==> src/rtl/bx_pkg.sv <==
package bx_pkg;
    typedef enum logic [1:0] {
        SQ_IDLE = 2'd0,
        SQ_RUN  = 2'd1,
        SQ_DONE = 2'd2
    } sq_state_e;

    typedef struct packed {
        logic load;
        logic wben;
        logic psr;
    } sq_flags_t;
endpackage

==> src/rtl/bx_popcnt.sv <==
module bx_popcnt #(
    parameter int W  = 16,
    localparam int CW = $clog2(W + 1)
) (
    input  logic [W-1:0]  vec_i,
    output logic [CW-1:0] cnt_o
);
    always_comb begin
        cnt_o = '0;
        for (int i = 0; i < W; i++) begin
            cnt_o = cnt_o + CW'(vec_i[i]);
        end
    end
endmodule

==> src/rtl/bx_lowpick.sv <==
module bx_lowpick #(
    parameter int W  = 16,
    localparam int IW = $clog2(W)
) (
    input  logic [W-1:0]  vec_i,
    output logic [IW-1:0] idx_o,
    output logic [W-1:0]  rest_o
);
    always_comb begin
        idx_o = '0;
        for (int i = W - 1; i >= 0; i--) begin
            if (vec_i[i]) idx_o = IW'(i);
        end
        rest_o = vec_i & (vec_i - W'(1));
    end
endmodule

==> src/rtl/bx_span_calc.sv <==
module bx_span_calc #(
    parameter int AW         = 32,
    parameter int CW         = 5,
    parameter int WORD_BYTES = 4
) (
    input  logic [AW-1:0] base_i,
    input  logic [CW-1:0] cnt_i,
    input  logic          pre_i,
    input  logic          up_i,
    output logic [AW-1:0] first_o,
    output logic [AW-1:0] final_o
);
    localparam logic [AW-1:0] STEP = AW'(WORD_BYTES);

    logic [AW-1:0] span;
    logic [AW-1:0] low_end;

    always_comb begin
        span    = AW'(cnt_i) * STEP;
        low_end = base_i - span;
        if (up_i) begin
            final_o = base_i + span;
            first_o = pre_i ? base_i + STEP : base_i;
        end else begin
            final_o = low_end;
            first_o = pre_i ? low_end : low_end + STEP;
        end
    end
endmodule

==> src/rtl/blkxfer_seq.sv <==
module blkxfer_seq
    import bx_pkg::*;
#(
    parameter int AW         = 32,
    parameter int REGS       = 16,
    parameter int WORD_BYTES = 4,
    localparam int IW        = $clog2(REGS),
    localparam int CW        = $clog2(REGS + 1)
) (
    input  logic          clk,
    input  logic          rst_n,
    input  logic          start_i,
    input  logic [AW-1:0] base_i,
    input  logic [REGS-1:0] mask_i,
    input  logic          load_i,
    input  logic          pre_i,
    input  logic          up_i,
    input  logic          wb_i,
    input  logic          psr_i,
    output logic          busy_o,
    output logic          beat_valid_o,
    input  logic          beat_ready_i,
    output logic [IW-1:0] beat_reg_o,
    output logic [AW-1:0] beat_addr_o,
    output logic          beat_load_o,
    output logic          beat_psr_o,
    output logic          done_o,
    output logic          wb_en_o,
    output logic [AW-1:0] wb_value_o
);
    localparam logic [AW-1:0] STEP = AW'(WORD_BYTES);

    typedef struct packed {
        sq_state_e     st;
        logic [REGS-1:0] mask;
        logic [AW-1:0] addr;
        logic [AW-1:0] wbv;
        sq_flags_t     fl;
    } sq_regs_t;

    sq_regs_t s_d, s_q;

    logic [CW-1:0]   sel_cnt;
    logic [AW-1:0]   first_addr;
    logic [AW-1:0]   final_base;
    logic [IW-1:0]   cur_idx;
    logic [REGS-1:0] rest_mask;

    bx_popcnt #(.W(REGS)) u_cnt (
        .vec_i (mask_i),
        .cnt_o (sel_cnt)
    );

    bx_span_calc #(.AW(AW), .CW(CW), .WORD_BYTES(WORD_BYTES)) u_span (
        .base_i  (base_i),
        .cnt_i   (sel_cnt),
        .pre_i   (pre_i),
        .up_i    (up_i),
        .first_o (first_addr),
        .final_o (final_base)
    );

    bx_lowpick #(.W(REGS)) u_pick (
        .vec_i  (s_q.mask),
        .idx_o  (cur_idx),
        .rest_o (rest_mask)
    );

    always_comb begin
        s_d = s_q;
        unique case (s_q.st)
            SQ_IDLE: begin
                if (start_i) begin
                    s_d.mask    = mask_i;
                    s_d.addr    = first_addr;
                    s_d.wbv     = final_base;
                    s_d.fl.load = load_i;
                    s_d.fl.wben = wb_i;
                    s_d.fl.psr  = psr_i;
                    s_d.st      = (mask_i == '0) ? SQ_DONE : SQ_RUN;
                end
            end
            SQ_RUN: begin
                if (beat_ready_i) begin
                    s_d.mask = rest_mask;
                    s_d.addr = s_q.addr + STEP;
                    if (rest_mask == '0) s_d.st = SQ_DONE;
                end
            end
            SQ_DONE: begin
                s_d.st = SQ_IDLE;
            end
            default: begin
                s_d.st = SQ_IDLE;
            end
        endcase
    end

    always_ff @(posedge clk or negedge rst_n) begin
        if (!rst_n) begin
            s_q <= '{st: SQ_IDLE, mask: '0, addr: '0, wbv: '0, fl: '0};
        end else begin
            s_q <= s_d;
        end
    end

    assign busy_o       = (s_q.st != SQ_IDLE);
    assign beat_valid_o = (s_q.st == SQ_RUN);
    assign beat_reg_o   = cur_idx;
    assign beat_addr_o  = s_q.addr;
    assign beat_load_o  = s_q.fl.load;
    assign beat_psr_o   = s_q.fl.psr;
    assign done_o       = (s_q.st == SQ_DONE);
    assign wb_en_o      = (s_q.st == SQ_DONE) && s_q.fl.wben;
    assign wb_value_o   = s_q.wbv;
endmodule

==> config.mk <==
export PLATFORM = sky130hd
export DESIGN_NAME = blkxfer_seq
export DESIGN_NICKNAME = d
export VERILOG_FILES = /design/src/rtl/bx_pkg.sv /design/src/rtl/bx_popcnt.sv /design/src/rtl/bx_lowpick.sv /design/src/rtl/bx_span_calc.sv /design/src/rtl/blkxfer_seq.sv
export SDC_FILE = /design/constraint.sdc
export NUM_CORES = 1
export LEC_CHECK = 0
export BUFFER_PORTS_ARGS = -buffer_cell sky130_fd_sc_hd__buf_2
export CAP_MARGIN = 15
export CORE_MARGIN = 2
export CORE_UTILIZATION = 50
export DETAILED_ROUTE_END_ITERATION = 10
export PLACE_DENSITY_LB_ADDON = 0.15
export SLEW_MARGIN = 20
export SYNTH_ARGS = -nofsm -noshare
export SYNTH_HDL_FRONTEND = slang
export SYNTH_SLANG_ARGS = --single-unit
==> constraint.sdc <==
create_clock -name clk -period 6.8 [get_ports clk]
set_input_delay 0.34 -clock clk [delete_from_list [all_inputs] [get_ports clk]]
set_output_delay 0.34 -clock clk [all_outputs]
set_load 0.03 [all_outputs]
---- Word-level counts from Yosys, hierarchy flattened ----
Cells that the tools add are included.
operators by class
  $add $sub $neg .......................... 21
  equal/unequal tests ..................... 5
  bitwise logic cells ..................... 1
  shift-type cells ........................ 0
  multiplexer cells ....................... 26
  divide/modulo/power cells ............... 0
  magnitude comparators ................... 0
  reduce and logical (&&, ||, !) cells .... 9
  multiply operators ...................... 0
operators with widths
  kind                                                                   number
  32-bit two-way mux                                                     4
  32-bit by 3-bit adder with 32-bit output (second input constant)       3
  48-bit case mux with 2 select lines                                    1
  85-bit two-way mux                                                     1
  5-bit by 1-bit adder with 5-bit output                                 14
  4-bit two-way mux                                                      16
  50-bit two-way mux                                                     1
  32-bit by 7-bit adder with 32-bit output                               1
  16-bit zero test                                                       2
  32-bit by 7-bit subtractor with 32-bit output                          1
  16-bit bitwise AND                                                     1
  16-bit by 1-bit subtractor with 16-bit output (second input constant)  1
  3-bit AND reduction                                                    2
  2-bit two-way mux                                                      2
  2-bit by 1-bit != test with 1-bit output (second input constant)       2
  2-bit case mux with 2 select lines                                     1
  2-bit nonzero test                                                     2
  1-bit by 1-bit adder with 2-bit output                                 1
  2-bit by 1-bit == test with 1-bit output (second input constant)       1
  2-bit == test (second input constant)                                  1
  2-bit zero test                                                        1
  2-bit != test (second input constant)                                  1
  2-bit AND reduction                                                    1
  1-bit logical AND                                                      1
word-level totals
  word-level logic and storage cells ...... 69
  register bits ........................... 85
  RAM bits ................................ 0
  bits in latches ......................... 0
  ROM bits ................................ 0
  memories ................................ 0
  output and inout bits ................... 74
  input bits .............................. 57

---- Logic depth before layout (Yosys ltp) ----
Gate-level depths: netlist (run 1).
  depth in word-level cells ............... 21
  mapped depth ............................ 28
  gate-level depth less buffers ........... 27

---- Hierarchy ----
From an unflattened synthesis (run 1), not the netlist that was laid out.
second synthesis, totals
  cells, all modules ...................... 1213
  area, all modules ....................... 9205.1 sq um
by module, submodules not included
  module        area each (sq um)  seq. area each (sq um)  instances  cells each
  blkxfer_seq   5064.9             2127.0                  1          617
  bx_span_calc  3437.0             0.0                     1          505
  bx_popcnt     385.4              0.0                     1          41
  bx_lowpick    317.8              0.0                     1          50

---- Least setup slack after synthesis (run 1) ----
Ideal clock, no wire load.
  path type ............................... input to register
  start ................................... input port mask_i[0]
  end ..................................... register s_q (netlist bit beat_addr_o[31])
  buffers on the path ..................... 0
  arrival time ............................ 6331 ps
  slack ................................... 335 ps
  data required time ...................... 6666 ps
  stages .................................. 21
  library setup time ...................... 134 ps
  path through ............................ inv_1 ha_1 inv_1 fa_1 fa_1 fa_1 fa_1 fa_1 fa_1 inv_1 fa_1 or2_2 a21oi_1 xor2_1 or3b_1 and3b_1 nor4b_4 nand2b_1 nor4b_2 xor2_1 o211ai_1
on the way
  longest elaborated chain between the ends .. 21
ends and longest elaborated chain
  what                                                       RTL line            RTL
  start: declaration                                         blkxfer_seq.sv:14   input logic [REGS-1:0] mask_i,
  1-bit by 1-bit adder with 2-bit output (*)                 bx_popcnt.sv:11     cnt_o = cnt_o + CW'(vec_i[i]);
  5-bit by 1-bit adder with 5-bit output (*) (14 in series)  bx_popcnt.sv:11
  32-bit by 7-bit subtractor with 32-bit output (*)          bx_span_calc.sv:20  low_end = base_i - span;
  32-bit by 3-bit adder with 32-bit output                   bx_span_calc.sv:26  first_o = pre_i ? low_end : low_end + STEP;
  32-bit two-way mux (*)                                     bx_span_calc.sv:26
  32-bit two-way mux (*)                                     bx_span_calc.sv:21  if (up_i) begin
  85-bit two-way mux (*)                                     blkxfer_seq.sv:73   if (start_i) begin
  48-bit case mux with 2 select lines (*)                    blkxfer_seq.sv:71   unique case (s_q.st)
  end signal: assignment                                     blkxfer_seq.sv:101  s_q <= '{st: SQ_IDLE, mask: '0, addr: '0, wbv: '0, fl: '0};
  end: declaration                                           blkxfer_seq.sv:41   sq_regs_t s_d, s_q;
Every way passes the cells marked *; elsewhere a longest branch is shown, timed or not. The select of a mux whose other input is x is not followed.
A chain may end at the register's enable or synchronous reset.

---- Worst setup path after layout (run 1) ----
  start ................................... input port mask_i[0]
  end ..................................... register s_q (netlist bit beat_addr_o[24])
The elaborated chain is that of the path after synthesis.

==> results of run 1 <==
==> cells by family (layout without fill, tap and decap cells) <==
| family | Yosys count | after routing | share of synthesized area, % |
|---|---|---|---|
| compound gates | 259 | 259 | 19.5 |
| xor+xnor | 99 | 99 | 10.7 |
| fa+ha+maj | 33 | 33 | 6.18 |
| buf+inv | 170 | 231 | 10.8 |
| flops | 85 | 85 | 26.1 |
| mux | 13 | 13 | 1.78 |
| simple gates | 414 | 414 | 24.9 |
==> critical path, cell delays in order <==
cell and delay, ns:
buf_2 0.09, inv_1 0.05, ha_1 0.29, inv_1 0.07
fa_1 0.43, fa_1 0.49, fa_1 0.53, fa_1 0.43
fa_1 0.43, fa_1 0.52, inv_1 0.09, fa_1 0.41
or2_2 0.33, a211oi_2 0.34, nor3_1 0.11, xor2_1 0.22
buf_4 0.17, nand3_1 0.10, or4_4 0.53, o31a_1 0.27
o31ai_2 0.20, xnor2_1 0.15, o21ai_1 0.07
==> layout make-up <==
| type | instances | area (um2) | area share [%] |
|---|---|---|---|
| Multi-Input combinational cell | 818 | 5130 | 57.1 |
| Sequential cell | 85 | 2130 | 23.7 |
| Timing Repair Buffer | 167 | 933 | 10.4 |
| Tap cell | 216 | 270 | 3.01 |
| Clock buffer | 12 | 267 | 2.96 |
| Inverter | 48 | 180 | 2.00 |
| Clock inverter | 4 | 77.6 | 0.863 |
==> state kept, by name (all words and copies together), names as in the netlist <==
| name | flops |
|---|---|
| beat_addr_o | 32 |
| beat_load_o | 1 |
| wb_value_o | 32 |
| beat_psr_o | 1 |
| s_q | 19 |
==> path summary, 6_finish.rpt <==
check | startpoint | end | slack, ns | depth (start not counted)
setup reg to reg | s_q[83]$_DFFE_PN0P_ | beat_addr_o[22]$_DFFE_PN0P_ | 4.05 | 7
hold reg to reg | wb_value_o[5]$_DFFE_PN0P_ | wb_value_o[5]$_DFFE_PN0P_ | 0.46 | 2
max in group asynchronous | rst_n | beat_addr_o[15]$_DFFE_PN0P_ | 5.28 | 3
setup / recovery | mask_i[0] | beat_addr_o[24]$_DFFE_PN0P_ | 0.35 | 23
hold / removal | wb_i | s_q[1]$_DFFE_PN0P_ | 0.19 | 3
min in group asynchronous | rst_n | s_q[79]$_DFFE_PN0P_ | 0.47 | 2
==> power breakdown <==
group / internal, mW / leakage [nW] / switching (mW) / total (mW)
clock: 0.355 / 0.169 / 0.226 / 0.581
sequential: 0.733 / 1.08 / 0.235 / 0.967
combinational: 0.846 / 2.67 / 1.58 / 2.42
==> timing repair <==
item	4_1_cts	5_1_grt
hold buffers	1	0
endpoints found under the setup margin	0	3
endpoints found under the hold margin	34	0
setup buffers	0	1
==> layout by cell type (no fill, tap or decap), types with 16 or more instances in the layout <==
cell type    n
a21oi_1     51
xor2_1      44
ha_1        21
buf_4       37
o21ai_0    113
dfrtp_1     85
buf_2      129
nor4_1      16
xnor2_1     55
nand2_1    124
inv_1       48
nand3_1     45
nand4_1     18
nor2_1      96
nor3_1      28
==> Yosys cell counts, drive strengths merged, types with 14 or more instances <==
master | number | area, um2
nor4 | 16 | 100
o21ai | 115 | 576
nand2 | 125 | 469
nor2 | 97 | 364
inv | 48 | 180
dfrtp | 85 | 2130
xor2 | 44 | 385
and3 | 14 | 87.6
nand3 | 45 | 225
buf | 68 | 499
ha | 21 | 263
a21oi | 51 | 255
nor3 | 30 | 160
xnor2 | 55 | 482
nand4 | 18 | 113
clkbuf | 54 | 203
==> routing by layer <==
metal | routed length [um] | GRT usage [%]
met3 | 2010 | 5.86
met1 | 12400 | 45.9
met4 | 218 | 5.43
met2 | 9790 | 38.1
met5 | 0 | 0
==> impl_metrics.env, run 1 <==
export IMPL_worst_clock_skew_ns=0.00906
export IMPL_max_slew_margin_rel_pct=30.9
export IMPL_tritoncts="built"
export IMPL_globalRouteOverflowTotal=0
export IMPL_rsz_0062_raised_after_global_routing="false"
export IMPL_setup_violation_total_in_the_final_timing_report=0
export IMPL_wire_per_inst_um=18.1
export IMPL_result_of_the_run="finished clean"
export IMPL_yosysWarningCount=0
export IMPL_ys_seq_area_share_pct=26.1
export IMPL_total_inserted_antenna_cells=0
export IMPL_detailedRoute_firstPassIterationCount=5
export IMPL_whs_ns=0.192
export IMPL_rows=46
export IMPL_number_of_global_route_vias_before_repair=7130
export IMPL_ys_dominant_reg_cell="dfrtp_1"
export IMPL_clock_buffer_depth=2
export IMPL_post_route_min_period_ns=6.45
export IMPL_timing_hold_worst_class="input pin to flop"
export IMPL_syn_cell_area_um2=8140
export IMPL_clock_buffers_created_by_tritoncts=9
export IMPL_synth_async_sr_flop_share_pct=100
export IMPL_p_per_area_nw_per_um2=442
export IMPL_fill_count=1548
export IMPL_drt_iter0_drcs=911
export IMPL_hpwl_um=18400
export IMPL_start_util_pct=51.2
export IMPL_final_net_count=1219
export IMPL_clk_latency_ns=0.35
export IMPL_timing_critical_path_required_ns=7.01
export IMPL_globalRouteTotalUtil_pct=28.3
export IMPL_total_leakage_power_nw=3.92
export IMPL_final_core_utilization_pct=56.6
export IMPL_die_x_um=132
export IMPL_cts_max_level=3
export IMPL_detailroute_via_count=7917
export IMPL_fin_crit_sh_pct=94.8
export IMPL_crit_fanout=4
export IMPL_die_height_um=132
export IMPL_grt_start_max_net_pins=83
export IMPL_antenna_violation_net_count_after_detailed_routing=0
export IMPL_placed_area_um2=8630
export IMPL_ctsRootBufferMaster="clkbuf_16"
export IMPL_cts_resized_gates=0
export IMPL_floorplan_core_area_um2=15900
export IMPL_placement_setup_worst_slack_ns=-0.00421
export IMPL_finalMaxSlewViolations=0
export IMPL_gp_congestion=0.904
export IMPL_hold_viol=0
export IMPL_crit_path_end_kind="flop"
export IMPL_drt_wl_total_um=24400
export IMPL_synth_edf_count=0
export IMPL_max_freq_ghz=0.155
export IMPL_syn_inst=1073
export IMPL_count_of_pins_on_the_block_boundary=131
export IMPL_first_pass_grt_wire_length_um=39400
export IMPL_setup_worst_path_start_class="input pin"
export IMPL_synth_nets=1163
export IMPL_timing_final_ws_setup_ns=0.351
export IMPL_avgViaCountPerCell=5.86
export IMPL_design_die_area_um2=17300
export IMPL_number_of_antenna_violations_at_the_first_check_in_global_routing=0
export IMPL_post_place_cells=1332
export IMPL_worstSetupPathType="input pin to flop"
export IMPL_port_buffers=130
export IMPL_worstMarginPinSlew_ns=1.03
export IMPL_finish_instance_area_um2=8990
export IMPL_ys_ff_latch=85
export IMPL_cp_data_arrival_time_ns=6.66
export IMPL_synthDistinctLibCells=70
export IMPL_clk_transition_reported_paths_ns=0.07
export IMPL_post_syn_area_per_cell_um2=7.58
export IMPL_syn2layout_area_growth_pct=10.5
export IMPL_finalPower_mw=3.97
export IMPL_final_layout_size_suffix_gt1_share_pct=18.0
export IMPL_post_layout_cell_count=1350
export IMPL_drc_errors=0
export IMPL_cts_num_sinks=85
export IMPL_peakVddDrop_mv=0.241
export IMPL_max_cap_violations=0
export IMPL_setup_total_negative_slack_ns=0
Note: power is estimated with default switching activity, not from simulation.
==> run 2: changes to the inputs <==
--- a/config.mk
+++ b/config.mk
@@ -8,7 +8,7 @@
 export BUFFER_PORTS_ARGS = -buffer_cell sky130_fd_sc_hd__buf_2
 export CAP_MARGIN = 15
 export CORE_MARGIN = 2
-export CORE_UTILIZATION = 50
+export CORE_UTILIZATION = 63
 export DETAILED_ROUTE_END_ITERATION = 10
 export PLACE_DENSITY_LB_ADDON = 0.15
 export SLEW_MARGIN = 20
==> run 2 against run 1 <==
Flip-flop and latch count stayed put. Sequential power is 0.7% lower. Sequential share of layout area is 0.089 points higher. Utilization is 14 points higher. Combinational power is 2% higher. Die area is 20% lower. Fmax is 0.82% lower. Clock skew is 0.00061 ns lower. Non-clock buffer count is 1 higher. Largest cell class unchanged.
==> impl_metrics.env, run 2 (synthesis gave the netlist of run 1 again) <==
export IMPL_timing_final_ws_setup_ns=0.298
export IMPL_post_route_min_period_ns=6.50
export IMPL_rows=41
export IMPL_rsz_0062_raised_after_global_routing="false"
export IMPL_first_pass_grt_wire_length_um=38800
export IMPL_layout_cells_most_common="buf_2"
export IMPL_area_occupied_by_registers_um2=2130
export IMPL_seqPwrFrac_pct=24.1
export IMPL_crit_path_end_kind="flop"
export IMPL_ctsRootBufferMaster="clkbuf_16"
export IMPL_cts_max_level=3
export IMPL_detailedRoute_firstPassIterationCount=9
export IMPL_detailroute_via_count=8142
export IMPL_result_of_the_run="finished clean"
export IMPL_finalMaxSlewViolations=0
export IMPL_worstSetupPathType="input pin to flop"
export IMPL_number_of_antenna_violations_at_the_first_check_in_global_routing=0
export IMPL_placed_area_um2=8570
export IMPL_max_freq_ghz=0.154
export IMPL_worstMarginPinSlew_ns=0.856
export IMPL_number_of_global_route_vias_before_repair=7419
export IMPL_swShare_pct=51.7
export IMPL_setup_violation_total_in_the_final_timing_report=0
export IMPL_antenna_violation_net_count_after_detailed_routing=0
export IMPL_design_die_area_um2=13800
export IMPL_fill_count=1089
export IMPL_worst_clock_skew_ns=0.00845
export IMPL_wire_per_inst_um=18.3
export IMPL_final_layout_size_suffix_gt1_share_pct=18.6
export IMPL_total_inserted_antenna_cells=0
export IMPL_tritoncts="built"
export IMPL_drt_wl_total_um=23900
export IMPL_max_slew_margin_rel_pct=42.5
export IMPL_total_leakage_power_nw=3.91
export IMPL_placement_setup_worst_slack_ns=-0.0128
export IMPL_count_of_pins_on_the_block_boundary=131
export IMPL_switchingPower_mw=2.06
export IMPL_p_per_area_nw_per_um2=445
export IMPL_leading_cell_types_in_the_layout_fill_and_taps_excluded="129 x buf_2, 124 x nand2_1, 113 x o21ai_0, 95 x nor2_1, 85 x dfrtp_1"
export IMPL_comb_power_share_pct=62.0
export IMPL_clock_buffer_depth=2
export IMPL_syn2layout_area_growth_pct=10.0
export IMPL_fin_crit_sh_pct=95.6
export IMPL_globalRouteTotalUtil_pct=34.7
export IMPL_finalPower_mw=3.99
export IMPL_peakVddDrop_mv=0.339
export IMPL_timing_critical_path_required_ns=7.01
export IMPL_floorplan_core_area_um2=12600
export IMPL_crit_fanout=5
export IMPL_die_height_um=118
export IMPL_avgViaCountPerCell=6.23
export IMPL_drt_iter0_drcs=1180
export IMPL_clockPowerShare_pct=13.9
export IMPL_setup_worst_path_start_class="input pin"
export IMPL_cts_num_sinks=85
export IMPL_hold_viol=0
export IMPL_clk_transition_reported_paths_ns=0.07
export IMPL_start_util_pct=64.5
export IMPL_max_cap_violations=0
export IMPL_globalRouteOverflowTotal=0
export IMPL_port_buffers=130
export IMPL_multiInputGateArea_um2=5170
export IMPL_hpwl_um=17800
export IMPL_drc_errors=0
export IMPL_clock_buffers_created_by_tritoncts=9
export IMPL_gp_congestion=0.966
export IMPL_timing_hold_worst_class="input pin to flop"
export IMPL_die_x_um=118
export IMPL_finish_instance_area_um2=8950
export IMPL_cell_internal_pwr_mw=1.93
export IMPL_cp_data_arrival_time_ns=6.72
export IMPL_grt_start_max_net_pins=83
export IMPL_final_net_count=1220
export IMPL_clk_latency_ns=0.36
==> run 2: cell types whose count changed in the layout (fill, tap and decap cells not counted), sizes merged <==
| cell | before | now |
|---|---|---|
| clkbuf | 12 | 11 |
| buf | 166 | 167 |
| clkinv | 1 | 2 |
==> run 2: path summary, 6_finish.rpt <==
kind	from	slack (ns)	depth (start not counted)	end
max in group asynchronous	rst_n	5.30	3	beat_addr_o[20]$_DFFE_PN0P_
worst min-delay path	load_i	0.18	3	beat_load_o$_DFFE_PN0P_
worst max-delay path	mask_i[0]	0.30	22	beat_addr_o[24]$_DFFE_PN0P_
worst max register to register	s_q[84]$_DFFE_PN0P_	4.07	6	beat_addr_o[27]$_DFFE_PN0P_
min in group asynchronous	rst_n	0.48	2	s_q[80]$_DFFE_PN0P_
worst min register to register	beat_psr_o$_DFFE_PN0P_	0.47	2	beat_psr_o$_DFFE_PN0P_
==> run 2: stage by stage <==
step / hold WS (ns) / utilization, % / TNS [ns] / std cells
after floorplan: 0.0444 / - / 0 / 1073
after global placement: 0.329 / 67.9 / 0 / 1288
after detailed placement: 0.330 / 67.9 / -0.0128 / 1288
after CTS: 0.185 / 70.6 / 0 / 1305
after global routing: 0.192 / 71.0 / 0 / 1307
final: 0.182 / 71.0 / 0 / 1307
==> run 2: timing repair <==
action / in CTS / in global routing
gates resized for setup: 0 / 8
endpoints found under the hold margin: 36 / 0
setup endpoints to repair: 0 / 7
hold buffers: 1 / 0
buffers inserted: 0 / 2
==> run 2: layout make-up <==
cell class / count / share of cell area [%]
Multi-Input combinational cell: 818 / 57.7
Sequential cell: 85 / 23.8
Timing Repair Buffer: 168 / 10.5
Clock buffer: 11 / 2.71
Tap cell: 172 / 2.40
Inverter: 48 / 2.01
Clock inverter: 5 / 0.922
==> run 2: per-layer routing <==
metal | wire length, um | up-vias | GRT usage, %
li1 | - | 3811 | -
met1 | 11200 | 3830 | 55.2
met2 | 9930 | 480 | 48.3
met3 | 2490 | 21 | 6.49
met4 | 240 | 0 | 7.76
met5 | 0 | - | 0
==> run 2: critical path: stages <==
cell and delay, ns:
buf_2 0.09, inv_1 0.06, ha_1 0.32, inv_1 0.09, fa_1 0.45, fa_1 0.49, fa_1 0.53, fa_1 0.44
fa_2 0.38, fa_1 0.42, xnor2_1 0.23, inv_1 0.07, ha_1 0.24, nor2_1 0.34, a211oi_4 0.14, or4_4 0.47
o31a_1 0.34, or4_4 0.60, o31a_1 0.26, o31ai_2 0.20, xnor2_1 0.15, o21ai_1 0.07
==> run 2: power by group through the flow <==
stage                     logic [mW]  clock network (mW)  registers, mW
after floorplan                 1.99                   0          0.913
after global placement          2.33                   0          0.954
after detailed placement        2.38                   0          0.959
after CTS                       2.40               0.552          0.953
after global routing            2.70               0.573          0.995
final                           2.47               0.554          0.960
==> run 3: changes to the inputs <==
--- a/config.mk
+++ b/config.mk
@@ -8,7 +8,7 @@
 export BUFFER_PORTS_ARGS = -buffer_cell sky130_fd_sc_hd__buf_2
 export CAP_MARGIN = 15
 export CORE_MARGIN = 2
-export CORE_UTILIZATION = 63
+export CORE_UTILIZATION = 61
 export DETAILED_ROUTE_END_ITERATION = 10
 export PLACE_DENSITY_LB_ADDON = 0.15
 export SLEW_MARGIN = 20
==> run 3 against run 2 <==
Cell count decreased by 0.31%. Global-route usage is 1.1 points lower. Worst setup slack better by 0.012 ns. Via count shrank 2.5%. Sequential share of layout area grew 0.27 points. Clock power is 7.9% lower. Critical endpoint is now beat_addr_o[19]$_DFFE_PN0P_. First-iteration DRC count is 12% lower.
==> impl_metrics.env, run 3 (synthesis gave the netlist of run 1 again) <==
export IMPL_hold_viol=0
export IMPL_wire_per_inst_um=18.0
export IMPL_setup_worst_path_start_class="input pin"
export IMPL_cts_max_level=3
export IMPL_cts_num_sinks=85
export IMPL_worst_clock_skew_ns=0.00849
export IMPL_total_inserted_antenna_cells=0
export IMPL_path_common_cell="fa_1"
export IMPL_peakVddDrop_mv=0.341
export IMPL_swShare_pct=52.3
export IMPL_hpwl_um=17800
export IMPL_worstMarginPinSlew_ns=1.03
export IMPL_rsz_0062_raised_after_global_routing="false"
export IMPL_setup_total_negative_slack_ns=0
export IMPL_critical_path_buf_inv_count=6
export IMPL_max_slew_margin_rel_pct=31.1
export IMPL_leading_cell_types_in_the_layout_fill_and_taps_excluded="129 x buf_2, 124 x nand2_1, 113 x o21ai_0, 96 x nor2_1, 85 x dfrtp_1"
export IMPL_number_of_global_route_vias_before_repair=7205
export IMPL_final_net_count=1212
export IMPL_syn2layout_area_growth_pct=8.83
export IMPL_post_place_cells=1286
export IMPL_layout_cells_most_common="buf_2"
export IMPL_globalRouteTotalUtil_pct=33.6
export IMPL_cp_data_arrival_time_ns=6.68
export IMPL_detailroute_via_count=7937
export IMPL_placement_setup_worst_slack_ns=0.0252
export IMPL_clockPowerShare_pct=13.1
export IMPL_floorplan_core_area_um2=13100
export IMPL_drc_errors=0
export IMPL_tritoncts="built"
export IMPL_drt_wl_total_um=23500
export IMPL_cell_internal_pwr_mw=1.86
export IMPL_rr_worst_depth=7
export IMPL_switchingPower_mw=2.04
export IMPL_cp_max_delay_cell="fa_1"
export IMPL_start_util_pct=61.9
export IMPL_post_route_min_period_ns=6.49
export IMPL_cp_top_family="adder cells"
export IMPL_crit_fanout=5
export IMPL_fin_crit_sh_pct=95.4
export IMPL_worst_path_max_stage_delay_ns=0.53
export IMPL_cp_depth=23
export IMPL_clock_buffers_created_by_tritoncts=9
export IMPL_avgViaCountPerCell=6.09
export IMPL_comb_power_share_pct=62.3
export IMPL_globalRouteOverflowTotal=0
export IMPL_cts_post_setup_buffers_inserted=0
export IMPL_number_of_antenna_violations_at_the_first_check_in_global_routing=0
export IMPL_grt_start_max_net_pins=64
export IMPL_setup_violation_total_in_the_final_timing_report=0
export IMPL_die_height_um=120
export IMPL_whs_ns=0.177
export IMPL_max_freq_ghz=0.154
export IMPL_clk_transition_reported_paths_ns=0.07
export IMPL_ctsRootBufferMaster="clkbuf_16"
export IMPL_hold_path_startpoint="psr_i"
export IMPL_rows=42
export IMPL_clk_latency_ns=0.35
export IMPL_hold_path_depth=3
export IMPL_count_of_pins_on_the_block_boundary=131
export IMPL_drt_iter0_drcs=1044
export IMPL_seqPwrFrac_pct=24.6
export IMPL_timing_final_ws_setup_ns=0.310
export IMPL_detailedRoute_firstPassIterationCount=5
export IMPL_worstSetupPathType="input pin to flop"
export IMPL_crit_reg2reg_launch="s_q[83]$_DFFE_PN0P_"
export IMPL_antenna_violation_net_count_after_detailed_routing=0
export IMPL_gp_congestion=0.979
export IMPL_crit_chain="buf_2, inv_1, ha_1, inv_1, fa_1, fa_1, fa_1, fa_1, fa_1, fa_1, inv_1, fa_1, buf_4, xnor2_1, nor4_1, or3b_1, and3b_1, nor4b_4, buf_4, nand3b_1, xor2_1, o21ai_0, o311ai_0"
export IMPL_max_cap_violations=0
export IMPL_cp_startpoint="mask_i[0]"
export IMPL_post_layout_cell_count=1303
export IMPL_design_die_area_um2=14300
export IMPL_timing_critical_path_required_ns=6.99
export IMPL_final_layout_size_suffix_gt1_share_pct=17.6
export IMPL_port_buffers=130
export IMPL_total_leakage_power_nw=3.87
export IMPL_clock_buffer_depth=2
export IMPL_timing_hold_worst_class="input pin to flop"
export IMPL_p_per_area_nw_per_um2=441
export IMPL_finalMaxSlewViolations=0
export IMPL_crit_path_end_kind="flop"
export IMPL_first_pass_grt_wire_length_um=38300
export IMPL_result_of_the_run="finished clean"
export IMPL_die_x_um=120
-- run 3: power groups by stage --
stage               Sequential, mW  Combinational (mW)  Clock, mW
global placement             0.956                2.32          0
floorplan                    0.913                1.99          0
global route                  1.00                2.66      0.535
CTS                          0.953                2.40      0.516
detailed placement           0.959                2.37          0
finish                       0.961                2.44      0.510
-- run 3: final cells by class --
| type | instances | area, um2 |
|---|---|---|
| timing repair buffer | 160 | 881 |
| multi-input combinational | 818 | 5150 |
| tap | 176 | 220 |
| clock buffer | 10 | 229 |
| fill | 1174 | 4280 |
| clock inverter | 6 | 70.1 |
| inverter | 48 | 180 |
| sequential | 85 | 2130 |
-- run 3: final timing paths --
path	end	slack [ns]
max	beat_addr_o[19]$_DFFE_PN0P_	0.31
min	beat_psr_o$_DFFE_PN0P_	0.18
max reg2reg	beat_addr_o[22]$_DFFE_PN0P_	3.79
min reg2reg	wb_value_o[5]$_DFFE_PN0P_	0.47
max in group asynchronous	wb_value_o[28]$_DFFE_PN0P_	5.30
min in group asynchronous	wb_value_o[0]$_DFFE_PN0P_	0.47
-- run 3: metal layers --
metal	up-vias	GRT usage [%]	routed length [um]
met1	3703	54.9	11500
li1	3792	-	-
met5	-	0	0
met2	409	44.7	9280
met3	33	6.89	2380
met4	0	7.35	324
-- run 3: worst reg2reg max path, stage by stage, from the launching register on --
cell      delay [ns]
dfrtp_1         0.47
nor2b_1         0.19
a21oi_1         0.09
or2_2           0.54
nor2_1          0.60
buf_4           0.30
nand2_1         0.37
o211ai_1        0.35
-- run 3: through the flow --
step	power (mW)	cell area, um2	util [%]
2_1_floorplan	2.91	8140	-
3_3_place_gp	3.28	8530	64.9
3_5_place_dp	3.33	8530	64.9
4_1_cts	3.87	8840	67.3
5_1_grt	4.20	8860	67.4
6_report	3.91	8860	67.4
-- run 3: timing repair --
item / CTS / global route
hold endpoints to repair: 33 / 0
hold buffers: 1 / 0
resized for setup: 0 / 3
endpoints found under the setup margin: 0 / 2
